===== src/rtl/ata_tf_pkg.sv =====
package ata_tf_pkg;
    localparam int TF_ADDR_W = 3;
    localparam int TF_FLAG_W = 5;

    localparam logic [TF_ADDR_W-1:0] A_DATA = 3'd0;
    localparam logic [TF_ADDR_W-1:0] A_CYLL = 3'd1;
    localparam logic [TF_ADDR_W-1:0] A_CYLH = 3'd2;
    localparam logic [TF_ADDR_W-1:0] A_MODE = 3'd3;
    localparam logic [TF_ADDR_W-1:0] A_CMD  = 3'd4;
    localparam logic [TF_ADDR_W-1:0] A_ALT  = 3'd5;

    localparam int MODE_LBA_BIT = 6;

    typedef enum logic [1:0] {
        ST_IDLE = 2'd0,
        ST_BUSY = 2'd1,
        ST_XFER = 2'd2
    } tf_state_e;
endpackage


===== src/rtl/ata_tf_fsm.sv =====
module ata_tf_fsm
    import ata_tf_pkg::*;
#(
    parameter int REG_W = 8
) (
    input  logic             clk,
    input  logic             rst_n,
    input  logic             cmd_wr,
    input  logic [REG_W-1:0] cmd_wdata,
    input  logic             core_done,
    input  logic             core_drq_set,
    input  logic             core_drq_clr,
    output logic             bsy,
    output logic             drq,
    output logic             cmd_acc,
    output logic             done_acc,
    output logic             irq_evt,
    output logic             cmd_start,
    output logic [REG_W-1:0] cmd_code
);
    tf_state_e state_q, state_d;
    logic      drq_acc;

    always_ff @(posedge clk) begin
        if (!rst_n) state_q <= ST_IDLE;
        else        state_q <= state_d;
    end

    always_comb begin
        state_d  = state_q;
        cmd_acc  = 1'b0;
        done_acc = 1'b0;
        drq_acc  = 1'b0;
        unique case (state_q)
            ST_IDLE: begin
                if (cmd_wr) begin
                    state_d = ST_BUSY;
                    cmd_acc = 1'b1;
                end
            end
            ST_BUSY: begin
                if (core_done) begin
                    state_d  = ST_IDLE;
                    done_acc = 1'b1;
                end else if (core_drq_set) begin
                    state_d = ST_XFER;
                    drq_acc = 1'b1;
                end
            end
            ST_XFER: begin
                if (core_done) begin
                    state_d  = ST_IDLE;
                    done_acc = 1'b1;
                end else if (cmd_wr) begin
                    state_d = ST_BUSY;
                    cmd_acc = 1'b1;
                end else if (core_drq_clr) begin
                    state_d = ST_BUSY;
                end
            end
            default: state_d = ST_IDLE;
        endcase
    end

    assign bsy     = (state_q == ST_BUSY);
    assign drq     = (state_q == ST_XFER);
    assign irq_evt = done_acc | drq_acc;

    always_ff @(posedge clk) begin
        if (!rst_n) begin
            cmd_start <= 1'b0;
            cmd_code  <= '0;
        end else begin
            cmd_start <= cmd_acc;
            if (cmd_acc) cmd_code <= cmd_wdata;
        end
    end


    start_single_chk: assert property (@(posedge clk) disable iff (!rst_n)
        cmd_start |=> !cmd_start);

    start_busy_chk: assert property (@(posedge clk) disable iff (!rst_n)
        cmd_start |-> bsy);

    busy_cmd_ignored_chk: assert property (@(posedge clk) disable iff (!rst_n)
        (bsy && cmd_wr) |=> !cmd_start);
endmodule


===== src/rtl/ata_tf_irq.sv =====
module ata_tf_irq (
    input  logic clk,
    input  logic rst_n,
    input  logic set_evt,
    input  logic stat_rd,
    output logic irq
);
    always_ff @(posedge clk) begin
        if (!rst_n)       irq <= 1'b0;
        else if (set_evt) irq <= 1'b1;
        else if (stat_rd) irq <= 1'b0;
    end


    stat_rd_clears_chk: assert property (@(posedge clk) disable iff (!rst_n)
        (stat_rd && !set_evt) |=> !irq);

    evt_raises_chk: assert property (@(posedge clk) disable iff (!rst_n)
        set_evt |=> irq);
endmodule


===== src/rtl/ata_tf_regs.sv =====
module ata_tf_regs
    import ata_tf_pkg::*;
#(
    parameter int REG_W = 8
) (
    input  logic                 clk,
    input  logic                 rst_n,
    input  logic                 wr_en,
    input  logic [TF_ADDR_W-1:0] wr_addr,
    input  logic [REG_W-1:0]     wr_data,
    input  logic                 cmd_acc,
    input  logic                 done_acc,
    input  logic [2*REG_W-1:0]   done_pos,
    input  logic [TF_FLAG_W-1:0] done_flags,
    output logic [REG_W-1:0]     cyl_lo,
    output logic [REG_W-1:0]     cyl_hi,
    output logic [REG_W-1:0]     mode,
    output logic [TF_FLAG_W-1:0] flags
);
    always_ff @(posedge clk) begin
        if (!rst_n) begin
            cyl_lo <= '0;
            cyl_hi <= '0;
            mode   <= '0;
            flags  <= '0;
        end else begin
            if (done_acc) begin
                cyl_lo <= done_pos[REG_W-1:0];
                cyl_hi <= done_pos[2*REG_W-1:REG_W];
                flags  <= done_flags;
            end else begin
                if (cmd_acc) flags <= '0;
                if (wr_en && wr_addr == A_CYLL) cyl_lo <= wr_data;
                if (wr_en && wr_addr == A_CYLH) cyl_hi <= wr_data;
            end
            if (wr_en && wr_addr == A_MODE) mode <= wr_data;
        end
    end


    writeback_chk: assert property (@(posedge clk) disable iff (!rst_n)
        done_acc |=> ({cyl_hi, cyl_lo} == $past(done_pos)));
endmodule


===== src/rtl/ata_taskfile_regs.sv =====
module ata_taskfile_regs
    import ata_tf_pkg::*;
#(
    parameter int REG_W  = 8,
    parameter int DATA_W = 2 * REG_W
) (
    input  logic                 clk,
    input  logic                 rst_n,
    input  logic                 host_cs,
    input  logic                 host_we,
    input  logic [TF_ADDR_W-1:0] host_addr,
    input  logic [DATA_W-1:0]    host_wdata,
    output logic [DATA_W-1:0]    host_rdata,
    output logic                 host_irq,
    output logic                 cmd_start,
    output logic [REG_W-1:0]     cmd_code,
    output logic [REG_W-1:0]     cur_cyl_lo,
    output logic [REG_W-1:0]     cur_cyl_hi,
    output logic                 lba_mode,
    input  logic                 core_done,
    input  logic [2*REG_W-1:0]   core_pos,
    input  logic [TF_FLAG_W-1:0] core_flags,
    input  logic                 core_drq_set,
    input  logic                 core_drq_clr,
    input  logic                 core_ecc,
    input  logic [DATA_W-1:0]    buf_rdata,
    output logic [DATA_W-1:0]    buf_wdata,
    output logic                 buf_pop,
    output logic                 buf_push
);
    localparam int HI_W = DATA_W - REG_W;

    logic                 rd, wr, stat_rd, alt_rd, cmd_wr;
    logic                 bsy, drq, cmd_acc, done_acc, irq_evt;
    logic [REG_W-1:0]     mode;
    logic [TF_FLAG_W-1:0] flags;
    logic [REG_W-1:0]     status;
    logic [DATA_W-1:0]    data_word;

    assign rd      = host_cs & ~host_we;
    assign wr      = host_cs & host_we;
    assign stat_rd = rd & (host_addr == A_CMD);
    assign alt_rd  = rd & (host_addr == A_ALT);
    assign cmd_wr  = wr & (host_addr == A_CMD);

    ata_tf_fsm #(.REG_W(REG_W)) fsm_i (
        .clk(clk), .rst_n(rst_n),
        .cmd_wr(cmd_wr), .cmd_wdata(host_wdata[REG_W-1:0]),
        .core_done(core_done), .core_drq_set(core_drq_set), .core_drq_clr(core_drq_clr),
        .bsy(bsy), .drq(drq), .cmd_acc(cmd_acc), .done_acc(done_acc), .irq_evt(irq_evt),
        .cmd_start(cmd_start), .cmd_code(cmd_code)
    );

    ata_tf_irq irq_i (
        .clk(clk), .rst_n(rst_n),
        .set_evt(irq_evt), .stat_rd(stat_rd), .irq(host_irq)
    );

    ata_tf_regs #(.REG_W(REG_W)) regs_i (
        .clk(clk), .rst_n(rst_n),
        .wr_en(wr), .wr_addr(host_addr), .wr_data(host_wdata[REG_W-1:0]),
        .cmd_acc(cmd_acc), .done_acc(done_acc),
        .done_pos(core_pos), .done_flags(core_flags),
        .cyl_lo(cur_cyl_lo), .cyl_hi(cur_cyl_hi), .mode(mode), .flags(flags)
    );

    assign lba_mode = mode[MODE_LBA_BIT];

    // Status byte: BSY RDY DF DSC DRQ COR IDX ERR (bit 7..0); flags = {DF,DSC,COR,IDX,ERR}
    assign status = {bsy, 1'b1, flags[4], flags[3], drq, flags[2], flags[1], flags[0]};

    assign data_word = core_ecc ? {{HI_W{1'b0}}, buf_rdata[REG_W-1:0]} : buf_rdata;
    assign buf_wdata = core_ecc ? {{HI_W{1'b0}}, host_wdata[REG_W-1:0]} : host_wdata;
    assign buf_pop   = rd & (host_addr == A_DATA) & drq;
    assign buf_push  = wr & (host_addr == A_DATA) & drq;

    always_comb begin
        host_rdata = '0;
        unique case (host_addr)
            A_DATA:  host_rdata = drq ? data_word : '0;
            A_CYLL:  host_rdata = {{HI_W{1'b0}}, cur_cyl_lo};
            A_CYLH:  host_rdata = {{HI_W{1'b0}}, cur_cyl_hi};
            A_MODE:  host_rdata = {{HI_W{1'b0}}, mode};
            A_CMD:   host_rdata = {{HI_W{1'b0}}, status};
            A_ALT:   host_rdata = {{HI_W{1'b0}}, status};
            default: host_rdata = '0;
        endcase
    end


    alt_keeps_irq_chk: assert property (@(posedge clk) disable iff (!rst_n)
        (host_irq && alt_rd) |=> host_irq);

    data_idle_rd_chk: assert property (@(posedge clk) disable iff (!rst_n)
        (rd && host_addr == A_DATA && !drq) |-> (host_rdata == '0 && !buf_pop));

    data_idle_wr_chk: assert property (@(posedge clk) disable iff (!rst_n)
        (wr && host_addr == A_DATA && !drq) |-> !buf_push);

    busy_drq_excl_chk: assert property (@(posedge clk) disable iff (!rst_n)
        !(bsy && drq));
endmodule


===== config.mk =====
export PLATFORM = sky130hd
export DESIGN_NAME = ata_taskfile_regs
export DESIGN_NICKNAME = d
export VERILOG_FILES = /design/src/rtl/ata_tf_pkg.sv /design/src/rtl/ata_tf_fsm.sv /design/src/rtl/ata_tf_irq.sv /design/src/rtl/ata_tf_regs.sv /design/src/rtl/ata_taskfile_regs.sv
export SDC_FILE = /design/constraint.sdc
export NUM_CORES = 1
export LEC_CHECK = 0
export ABC_AREA = 1
export BUFFER_PORTS_ARGS = -buffer_cell sky130_fd_sc_hd__buf_2
export CORE_MARGIN = 2
export CORE_UTILIZATION = 42
export DETAILED_ROUTE_END_ITERATION = 10
export PLACE_DENSITY_LB_ADDON = 0.12
export SLEW_MARGIN = 20
export SYNTH_ARGS = -nofsm -noshare
export SYNTH_HDL_FRONTEND = slang
export SYNTH_HIERARCHICAL = 1
export SYNTH_SLANG_ARGS = --single-unit

===== constraint.sdc =====
create_clock -name clk -period 1.4 [get_ports clk]
set_clock_uncertainty 0.1 [all_clocks]
set_input_delay 0.14 -clock clk [delete_from_list [all_inputs] [get_ports clk]]
set_output_delay 0.14 -clock clk [all_outputs]
set_load 0.02 [all_outputs]

== Yosys cells after proc, flatten, opt, wreduce, memory -nomap -nowiden ==
Index checks and enable logic that the tools add are counted.

* Flip-flop bits (word level): 41
* Input port bits: 64
* Output and inout port bits: 61
* Logic and storage cells: 67

* Eq/ne operators: 10
* Muxes and demuxes: 27
* Bitwise gates (word level): 10
* Reductions and logical operators: 12

{| class="wikitable"
|+ Operators with widths
! cell !! count
|-
| 16-bit case mux with 5 select lines || 1
|-
| 16-bit 2-to-1 mux || 3
|-
| 8-bit 2-to-1 mux || 4
|-
| 2-bit 2-to-1 mux || 6
|-
| 5-bit 2-to-1 mux || 2
|-
| 1-bit 2-to-1 mux || 9
|-
| 1-bit bitwise AND || 8
|-
| 2-bit nonzero test || 4
|-
| 3-bit by 2-bit equality test with 1-bit output (second input constant) || 2
|-
| 3-bit equality test (second input constant) || 2
|-
| 2-bit case mux with 3 select lines || 1
|-
| 4-bit inequality test (second input constant) || 1
|-
| 2-bit OR reduction || 2
|-
| 3-bit by 1-bit equality test with 1-bit output (second input constant) || 1
|-
| 1-bit logical AND || 3
|-
| 3-bit zero test || 1
|-
| 3-bit inequality test (second input constant) || 1
|-
| 3-bit AND reduction || 1
|-
| 2-bit by 1-bit equality test with 1-bit output (second input constant) || 1
|-
| 2-bit equality test (second input constant) || 1
|-
| 2-bit zero test || 1
|-
| 2-bit inequality test (second input constant) || 1
|-
| 1-bit case mux with 2 select lines || 1
|-
| 1-bit NOT || 1
|-
| 1-bit OR || 1
|}

== Logic depth before layout (Yosys ltp) ==
* Depth in word-level cells: 7
* Depth in mapped cells: 11

== By module ==
The synthesis kept the hierarchy.

{| class="wikitable"
|+ Modules (own cells, without submodules)
! module !! times used !! cells each !! area an instance (µm²) !! sequential area each (µm²)
|-
| ata_tf_regs || 1 || 213 || 1383.8 || 580.6
|-
| ata_taskfile_regs || 1 || 141 || 688.2 || 0.0
|-
| ata_tf_fsm || 1 || 84 || 603.1 || 220.2
|-
| ata_tf_irq || 1 || 6 || 43.8 || 20.0
|}

== Least setup slack after synthesis ==
No wires, ideal clock.

* Kind: reg2out
* Start point: register fsm_i.state_q[0]
* End point: output host_rdata[10]
* Data arrival time: 1470 ps
* Required time: 1160 ps
* Setup slack: -310 ps
* Stages on the path, launching flop included: 6
* Path buffers: 1
* Cell sequence: dfxtp_1 -> inv_1 -> ha_1 -> buf_2 -> nand2_1 -> nor3b_1

* Word-level cells in the longest chain between the ends: 3

{| class="wikitable"
|+ Ends and longest elaborated chain
! item !! line !! RTL
|-
| start, declared || ata_tf_fsm.sv:21 || <nowiki>tf_state_e state_q, state_d;</nowiki>
|-
| start signal, assigned || ata_tf_fsm.sv:26 || <nowiki>else state_q <= state_d;</nowiki>
|-
| 2-bit equality test || ata_tf_fsm.sv:66 || <nowiki>assign drq = (state_q == ST_XFER);</nowiki>
|-
| net drq || ata_taskfile_regs.sv:34 || <nowiki>logic bsy, drq, cmd_acc, done_acc, irq_evt;</nowiki>
|-
| 16-bit 2-to-1 mux || ata_taskfile_regs.sv:80 || <nowiki>A_DATA: host_rdata = drq ? data_word : '0;</nowiki>
|-
| 16-bit case mux with 5 select lines || ata_taskfile_regs.sv:79 || <nowiki>unique case (host_addr)</nowiki>
|-
| end, declared || ata_taskfile_regs.sv:13 || <nowiki>output logic [DATA_W-1:0] host_rdata,</nowiki>
|}

The timed path passes the listed nets, and every way through them passes these cells.

== Worst setup path after layout ==
* Start point: register fsm_i.state_q[0]
* End point: register regs_i.cyl_hi[4]

* Word-level cells in the longest chain between the ends: 4

{| class="wikitable"
|+ Ends and longest elaborated chain
! item !! line !! RTL
|-
| 2-bit by 1-bit equality test with 1-bit output or 2-bit equality test (tied branches) || ata_tf_fsm.sv:34 || <nowiki>unique case (state_q)</nowiki>
|-
| 2-bit OR reduction (no line) * || -- ||
|-
| 1-bit 2-to-1 mux * || -- ||
|-
| net done_acc || ata_taskfile_regs.sv:34 ||
|-
| 8-bit 2-to-1 mux or 2-bit nonzero test (tied branches) || -- ||
|-
| end signal, assigned || ata_tf_regs.sv:29 || <nowiki>cyl_hi <= done_pos[2*REG_W-1:REG_W];</nowiki>
|-
| end signal, assigned || ata_tf_regs.sv:34 || <nowiki>if (wr_en && wr_addr == A_CYLH) cyl_hi <= wr_data;</nowiki>
|-
| end, declared || ata_tf_regs.sv:16 || <nowiki>output logic [REG_W-1:0] cyl_hi,</nowiki>
|}

The timed path passes the listed nets; every way through them passes the cells marked *.
A chain may end at the register's enable or synchronous reset.

==> results.yml <==
status:
  status: "finished with violations"
  violations: "setup timing"
critical_path:
  required_ps: 1500
  end_kind: "register"
  crit_type: "register to register"
  cp-start-kind: "register"
  critical_path_arrival_ps: 1830
  cp_max_fo: 6
floorplanning:
  rows: 29
  io_pins: 125
  dieArea_um2: 7130
  start_util_pct: 43.1
  fp.dieH_um: 84.5
  die_w_um: 84.5
  floorplan.core_area_um2: 6310
sta:
  setup_tns_ps: -10870
  fmax_mhz: 576
  hold_ws_ps: 0.00783
  finalMaxSlewViolations: 0
  rsz0062_at_grt: "yes"
  finalCritPeriodShare_pct: 124
  layout_setup_ws_ps: -337
  finalSetupViolations: 51
  slew_headroom_pct: 73.2
  min_period_ps: 1740
  worst_pin_slew_ps: 400
  finalHoldViolCount: 0
grt:
  grt_max_degree: 20
  grt_pass1_vias: 3020
  grt_usage_pct: 23.9
  grt_pass1_wl_um: 13800
  antenna_found_initial: 0
  grt-ovfl-total: 0
detailed_routing:
  first_iter_violations: 141
  met1Wirelength_um: 3700
  vias: 3314
  wl_met3_um: 644
  drt_pre_antenna_iters: 4
  viasPerCell: 4.95
  highest_layer: "met4"
  drc: 0
  wl_met2_um: 4600
  wl_um: 9100
  drtAntennaViolNets: 0
  wl_per_cell_um: 13.6
power:
  switching_share_pct: 43.4
  p_leak_uw: 0.00228
  power.density_nw_per_um2: 1480
  clkPwrFrac_pct: 11.6
  intPower_uw: 3680
  ir_drop_mv: 0.808
  power_switching_uw: 2820
  pwr-share-comb_pct: 62.9
  seq_power_share_pct: 25.5
logic_synthesis:
  ys_warn_count: 6
  synth_area_leaders: "dfxtp_1, nand2_1, nor2_1"
  synth_largest_area_cell: "dfxtp_1"
  synth_ff_type: "dfxtp_1"
  netlist_instances: 444
  yosys-top-cells-count: "nand2_1, nor2_1, inv_1"
  synth_edf_count: 0
  synth_cell_types: 26
  synthDominantCellAreaShare_pct: 30.2
  synth_most_common_cell: "nand2_1"
  async_reset_ff_share_pct: 0
  yosysSeqAreaShare_pct: 30.2
  syn_nets: 513
  yosys_register_bits: 41
  syn_area_um2: 2720
  syn_area_per_cell_um2: 6.12
clock_tree:
  cts.htree.levels: 2
  cts_sinks: 41
  clockBufferDepth: 2
  clk_pin_slew_worst_paths_ps: 80
  tritoncts: "done"
  clk_root_buffer_cell: "clkbuf_8"
  cts_buffers: 5
  clk-insertion-delay-late_ps: 290
placement:
  port_buffers: 124
  hpwlAfterDp_um: 6510
  placed_cells: 646
  postPlaceCellArea_um2: 3700
  gp_congestion: 0.864
cells_and_area:
  regArea_um2: 826
  num_antenna_cells: 0
  post-route-cell-area_um2: 4390
  multiInputGateArea_um2: 1880
  synthToLayoutAreaGrowth_pct: 61.4
  layoutNonFillerInstCount: 670
  fin_util_pct: 69.5
  nets: 661
  layout-drive-gt1-share_pct: 46.4
  n_fill_cell: 547
flow_run:
  maxCapViolations: 0
worst_hold_path:
  hold_path_class: "input pin to register"
worst paths after layout:
check / endpoint / from / cells after the start / slack [ps]
worst max-delay path: regs_i/cyl_hi[4] / fsm_i/state_q[0] / 11 / -340
worst min-delay path: regs_i/flags[2] / core_flags[2] / 3 / 0.008
worst max register to register: regs_i/cyl_hi[4] / fsm_i/state_q[0] / 11 / -340
worst min register to register: regs_i/flags[0] / regs_i/flags[0] / 2 / 360
state kept, by name, indices dropped and copies added, names as in the netlist:
signal / flops
fsm_i/cmd_code: 8
fsm_i/state_q: 2
fsm_i/cmd_start: 1
irq_i/irq: 1
regs_i/cyl_hi: 8
regs_i/cyl_lo: 8
regs_i/flags: 5
regs_i/mode: 8
routing by layer:
metal / vias up / GRT usage (%)
li1: 1669 / -
met1: 1508 / 28.7
met2: 120 / 42.6
met3: 17 / 4.82
met4: 0 / 8.23
met5: - / 0
power groups by stage:
stage | clock, uW | sequential, uW | combinational (uW)
final | 756 | 1660 | 4090
after global routing | 807 | 1690 | 4400
after CTS | 763 | 1660 | 3550
after detailed placement | 0 | 1670 | 2840
after global placement | 0 | 1660 | 2790
after floorplan | 0 | 1840 | 1680
worst max-delay path, cell delays in order (launching register included):
cell and delay, ps:
dfxtp_2 340, inv_2 50, buf_4 140, ha_4 270
nand2_4 60, inv_6 80, inv_6 50, bufbuf_16 270
nand2_4 60, nand2_1 70, a21oi_2 110, nor2_1 50
cells in the final DEF, fill, tap and decap left out, types with 2 or more instances in the layout:
cell,instances
buf_2,106
nand2_1,82
nor2_1,77
inv_1,47
dfxtp_1,39
buf_4,29
nand2_2,28
nand3_1,22
nand4_1,19
buf_6,18
a21oi_2,18
a21oi_1,10
nor2_2,9
buf_12,9
inv_2,8
nand2_4,8
nor3b_4,8
nand3b_1,8
o21ai_0,8
nand3_2,6
clkbuf_8,5
nor2_4,4
ha_4,4
clkbuf_1,3
clkbuf_16,2
inv_4,2
inv_6,2
cells by family (layout without fill, tap and decap cells):
| group | count (synthesis) | in the layout | synth area share (%) |
|---|---|---|---|
| AND/OR/NAND/NOR | 275 | 275 | 45.3 |
| buffers and inverters | 86 | 235 | 14.8 |
| adder cells (fa/ha/maj) | 5 | 5 | 2.30 |
| AO/OA/AOI/OAI | 37 | 37 | 7.36 |
| flip-flops | 41 | 41 | 30.2 |
repair_timing:
| action | CTS | global route |
|---|---|---|
| setup buffers | 10 | 1 |
| setup endpoints to repair | 49 | 51 |
| resized for setup | 63 | 50 |
| pin swaps | 17 | 37 |
| gates cloned | 2 | 2 |
| endpoints found under the hold margin | 1 | 0 |
| hold buffers | 1 | 0 |
final cells by class:
cell class | instances | area share, %
Multi-Input combinational cell | 317 | 42.9
Timing Repair Buffer | 168 | 28.9
Sequential cell | 41 | 18.8
Inverter | 59 | 5.39
Tap cell | 77 | 2.20
Clock buffer | 8 | 1.82
through the flow:
stage | setup slack (ps) | total power [uW]
final | -337 | 6500
after global routing | -401 | 6890
after CTS | -363 | 5970
after detailed placement | -196 | 4520
after global placement | -143 | 4450
after floorplan | -39.6 | 3520
No activity file was read; power rests on OpenSTA's default activity.
